===== src/rtl/pair_gate.sv =====
module pair_gate #(
  parameter int REG_W      = 3,
  parameter int LSE_CYCLES = 3
) (
  input  logic             clk,
  input  logic             rst_n,
  input  logic             first_vld,
  input  logic [3:0]       first_kind,
  input  logic [2:0]       first_pfx,
  input  logic [1:0]       first_mem,
  input  logic             first_immdisp,
  input  logic [2:0]       first_opf,
  input  logic [REG_W-1:0] first_dst,
  input  logic             first_dst_we,
  input  logic [REG_W-1:0] first_src,
  input  logic             second_vld,
  input  logic [3:0]       second_kind,
  input  logic [2:0]       second_pfx,
  input  logic [1:0]       second_mem,
  input  logic             second_immdisp,
  input  logic [2:0]       second_opf,
  input  logic [REG_W-1:0] second_dst,
  input  logic             second_dst_we,
  input  logic [REG_W-1:0] second_src,
  output logic [1:0]       first_cls,
  output logic [1:0]       second_cls,
  output logic             issue_pair,
  output logic             issue_single,
  output logic             order_hold
);

  localparam logic [1:0] C_UV = 2'd0;
  localparam logic [1:0] C_PU = 2'd1;
  localparam logic [1:0] C_PV = 2'd2;
  localparam logic [1:0] C_NP = 2'd3;
  localparam int CW = (LSE_CYCLES > 2) ? $clog2(LSE_CYCLES) : 1;
  localparam logic [CW-1:0] HOLD_LEN = CW'(LSE_CYCLES - 1);

  function automatic logic [1:0] classify(input logic [3:0] k, input logic [2:0] pfx,
                                          input logic [1:0] mem, input logic immdisp,
                                          input logic [2:0] opf);
    logic [1:0] simple;
    simple = (|pfx) ? C_PU : C_UV;
    if (immdisp) return C_NP;
    case (k)
      4'd0, 4'd1, 4'd2, 4'd3, 4'd4, 4'd5, 4'd6: return simple;
      4'd7, 4'd8: return (mem == 2'd3) ? C_NP : simple;
      4'd9:  return C_PV;
      4'd10: return opf[0] ? C_PU : C_NP;
      4'd11: return opf[1] ? C_PU : C_NP;
      4'd12: return opf[2] ? C_PV : C_NP;
      default: return C_NP;
    endcase
  endfunction

  logic [CW-1:0] hold_cnt;
  logic          busy, stack_bypass, reg_dep, slots_fit, mem_clash;

  assign first_cls  = classify(first_kind, first_pfx, first_mem, first_immdisp, first_opf);
  assign second_cls = classify(second_kind, second_pfx, second_mem, second_immdisp, second_opf);

  assign stack_bypass = (first_kind == 4'd7 || first_kind == 4'd8) &&
                        (second_kind == 4'd7 || second_kind == 4'd8 || second_kind == 4'd12);
  assign reg_dep   = first_dst_we && !stack_bypass &&
                     (second_src == first_dst || (second_dst_we && second_dst == first_dst));
  assign slots_fit = (first_cls == C_UV || first_cls == C_PU) &&
                     (second_cls == C_UV || second_cls == C_PV);
  assign mem_clash = (first_mem == 2'd3 && second_mem[0]) || (second_mem == 2'd3 && first_mem[0]);

  assign busy         = hold_cnt != '0;
  assign issue_pair   = !busy && first_vld && second_vld && slots_fit && !reg_dep;
  assign issue_single = !busy && first_vld && !issue_pair;
  assign order_hold   = busy;

  always_ff @(posedge clk) begin
    if (!rst_n)                       hold_cnt <= '0;
    else if (issue_pair && mem_clash) hold_cnt <= HOLD_LEN;
    else if (busy)                    hold_cnt <= hold_cnt - 1'b1;
  end

  AST_IMMDISP_NP: assert property (@(posedge clk) disable iff (!rst_n)
    first_immdisp |-> first_cls == C_NP);
  AST_PREFIX_NOT_UV: assert property (@(posedge clk) disable iff (!rst_n)
    (|second_pfx) |-> second_cls != C_UV);
  AST_BRANCH_PV: assert property (@(posedge clk) disable iff (!rst_n)
    (first_kind == 4'd9 && !first_immdisp) |-> first_cls == C_PV);
  AST_VARSHIFT_NP: assert property (@(posedge clk) disable iff (!rst_n)
    (first_kind == 4'd10 && !first_opf[0]) |-> first_cls == C_NP);
  AST_NO_NP_PAIR: assert property (@(posedge clk) disable iff (!rst_n)
    issue_pair |-> (first_cls != C_NP && second_cls != C_NP && first_vld && second_vld));
  AST_DEP_ONLY_STACK: assert property (@(posedge clk) disable iff (!rst_n)
    (issue_pair && first_dst_we && second_src == first_dst) |->
      (first_kind == 4'd7 || first_kind == 4'd8));
  AST_ONE_STROBE: assert property (@(posedge clk) disable iff (!rst_n)
    !(issue_pair && issue_single));
  AST_HOLD_STALLS: assert property (@(posedge clk) disable iff (!rst_n)
    order_hold |-> (!issue_pair && !issue_single));
  AST_CLASH_HOLDS: assert property (@(posedge clk) disable iff (!rst_n)
    (issue_pair && mem_clash) |=> order_hold);
  AST_RESET_IDLE: assert property (@(posedge clk)
    !rst_n |=> !order_hold);

endmodule


===== config.mk =====
export PLATFORM = sky130hd
export DESIGN_NAME = pair_gate
export DESIGN_NICKNAME = d
export VERILOG_FILES = /design/src/rtl/pair_gate.sv
export SDC_FILE = /design/constraint.sdc
export NUM_CORES = 1
export LEC_CHECK = 0
export CAP_MARGIN = 10
export CORE_AREA = 4 4 41 43
export CTS_CLUSTER_DIAMETER = 40
export DETAILED_ROUTE_END_ITERATION = 6
export DIE_AREA = 0 0 45 47
export DONT_BUFFER_PORTS = 1
export PLACE_DENSITY_LB_ADDON = 0.05
export REMOVE_ABC_BUFFERS = 1
export SLEW_MARGIN = 10
export SYNTH_ARGS = -nofsm -noshare
export SYNTH_HDL_FRONTEND = slang
export SYNTH_SLANG_ARGS = --single-unit

===== constraint.sdc =====
create_clock -name clk -period 1.5 [get_ports clk]
set_clock_uncertainty 0.05 [all_clocks]
set_input_delay 0 -clock clk [delete_from_list [all_inputs] [get_ports clk]]
set_output_delay 0 -clock clk [all_outputs]
set_load 0.05 [all_outputs]

==> impl_metrics.csv <==
group,metric,value,unit
outcome,outcome,"complete, but fails checks",
outcome,failed_checks,"negative hold slack",
place,dpl.cell_count,81,
yosys,ys.warnings.count,0,
layout,fin_util,0.427,
sta,hold_viol_final,1,
floorplan,ios,51,
yosys,synth-seq-cells,2,
place,globalplace.congestion,0.688,
floorplan,dieArea,2120,um2
yosys,netlist_instances,61,
route,vias,489,
route,drc,0,
layout,nNetsFinal,118,
worst_setup_path,cp.required,1.45,ns
global_route,grt_usage,0.106,
global_route,grt_pass1_vias,439,
layout,diodes,0,
global_route,grt_max_degree,8,
sta,setup_viol,0,
route,wl,1120,um
route,drtIter0Drc,3,
worst_setup_path,crit_path_cell_trace,"dlygate4sd3_1 > a2111oi_4 > nand2_1 > nor3_2 > buf_4",
global_route,grtUsageMet3,0.0383,
yosys,yosysUniqueCellTypes,26,
layout,largest_reg_flops,2,
sta,relSlewSlack,0.721,
route,dr.pass1.iters,4,
cts,cts_max_path_buffers,2,
hold_path,hold_class,"in2reg",
worst_setup_path,path_class,"in2out",
global_route,grtUsageMet2,0.167,
floorplan,die_x,45,um
cts,clock_latency,0.22,ns
layout,design_area,556,um2
cts,cts_num_sinks,2,
global_route,grt_pass1_wl,1650,um
place,dpl-instance-area,478,um2
sta,fmax,710,MHz
worst_setup_path,critPathArrivalTime,1.36,ns
cts,cts_max_level,1,
layout,area_growth,35.8,%
worst_setup_path,worst-path-buf-inv,2,
power,power_density,527,nW/um2
worst_setup_path,reg2reg_slack,0.48,ns
global_route,overflow,0,
global_route,antenna_found_initial,0,
floorplan,chipHeight,47,um
sta,whs,-0.0158,ns
cts,cts_tree,"done",
layout,fin_cells,87,
global_route,grt-busiest-layer,"met2",
floorplan,start_util,0.314,
cts,clk_pin_slew,0.03,ns
worst_setup_path,slowest_stage,"dlygate4sd3_1",
layout,layout-drive-gt1-share,0.194,
job,cap_violations,0,
sta,timing.final.crit_period,1.41,ns
place,place_hpwl,970,um
sta,period_share,0.938,
sta,rsz0062_at_grt,"false",
layout,top_regs,"hold_cnt (2)",
floorplan,rows,13,
yosys,synthArstFlopShare,0,
worst_setup_path,critPathTopFamily,"buffers and inverters",
floorplan,core-area,1300,um2
power,ir_worst_vdd,0.000335,V
sta,drv_slew,0,
sta,setup_tns,0,ns
cts,cts_made_buffers,3,
power,p_leak,0.215,nW
cts,cts_root_buf,"clkbuf_4",
route,routed_via_density,5.62,
cts,post_cts_buffers,0,
layout,regMostFlops,"hold_cnt",
yosys,synth_edf_count,0,
global_route,gr-usage-met1,0.133,
worst_setup_path,endpoint_kind,"output pin",
worst_setup_path,slowest_delay,0.57,ns
layout,filler_cell_count,148,
sta,worst_slew_pin_slew,0.419,ns
worst_setup_path,crit_path_max_fanout,3,
yosys,synth_flop_cell,"dfxtp_1",
route,wl_per_cell,12.9,um
yosys,yosysSeqAreaShare,0.0979,
yosys,avgSynthCellArea,6.71,um2
place,port_buffers,0,
route,antenna_left,0,
worst_setup_path,start_kind,"primary input",
yosys,syn_area,409,um2
## cell type report
cell class	instances	area (um2)	share of cell area
sequential	2	40.0	0.0721
clock buffer	3	22.5	0.0405
inverter	5	18.8	0.0338
multi-input combinational	54	375	0.676
timing repair buffer	8	80.1	0.144
tap	15	18.8	0.0338
## cell usage after synthesis (all sizes together) (2+ instances only)
cell / instances / area share
nand2: 10 / 0.092
a21oi: 5 / 0.061
inv: 5 / 0.046
nor2: 5 / 0.046
nor3: 3 / 0.037
o21ai: 3 / 0.037
xnor2: 3 / 0.064
xor2: 3 / 0.064
a31oi: 2 / 0.031
a41oi: 2 / 0.043
dfxtp: 2 / 0.098
nand3: 2 / 0.024
nand4b: 2 / 0.043
or3: 2 / 0.034
or4b: 2 / 0.049
## per-stage QoR
stage	total power, mW	setup slack (ns)
after floorplan	0.143	-0.498
after global placement	0.165	0.123
after detailed placement	0.166	0.0859
after CTS	0.294	0.0781
after global routing	0.316	0.00291
final	0.293	0.0923
## worst paths after layout
check	startpoint	end	cells after the start
hold / removal	second_kind[3]	hold_cnt[1]	3
hold reg to reg	hold_cnt[0]	hold_cnt[0]	1
setup reg to reg	hold_cnt[0]	hold_cnt[1]	5
setup / recovery	second_immdisp	issue_pair	5
## cell usage in the layout, fill, tap and decap left out, types with 2 or more instances in the layout
cell            n
a31oi_1         2
xor2_1          3
a41oi_1         2
inv_1           5
a21oi_1         5
dlygate4sd3_1   3
buf_4           4
nor2_1          5
nor3_1          2
o21ai_0         3
nand2_1        10
dfxtp_1         2
xnor2_1         3
nand3_1         2
nand4b_1        2
or4b_1          2
clkbuf_4        3
## worst min-delay path, stage by stage
cell and delay (ns):
a2111oi_4 0.05, nand3_1 0.08, o21ai_0 0.07
## where the power goes
group	total [mW]	leakage, nW	switching, mW	internal (mW)
Sequential	0.0537	0.0161	0.0000360	0.0537
Clock	0.115	0.0138	0.0269	0.0880
Combinational	0.124	0.185	0.0671	0.0572
Total	0.293	0.215	0.0940	0.199
## what timing repair did
action	4_1_cts	5_1_grt
hold buffers	3	0
gates resized for setup	0	3
setup endpoints to repair	0	2
endpoints found under the hold margin	2	0
## layer usage
layer | wire length [um] | share of wire | vias to the layer above
li1 | - | - | 250
met1 | 490 | 0.44 | 204
met2 | 465 | 0.42 | 35
met3 | 162 | 0.14 | 0
met4 | 0 | 0 | 0
met5 | 0 | 0 | -
## cells by family after synthesis
group | Yosys count | share of synthesized area
AOI/OAI and AO/OA | 19 | 0.336
xor gates and xnor gates | 6 | 0.128
buffers and inverters | 5 | 0.0459
DFF | 2 | 0.0979
and+or+nand+nor | 29 | 0.391
No activity file was read; power rests on OpenSTA's default activity.
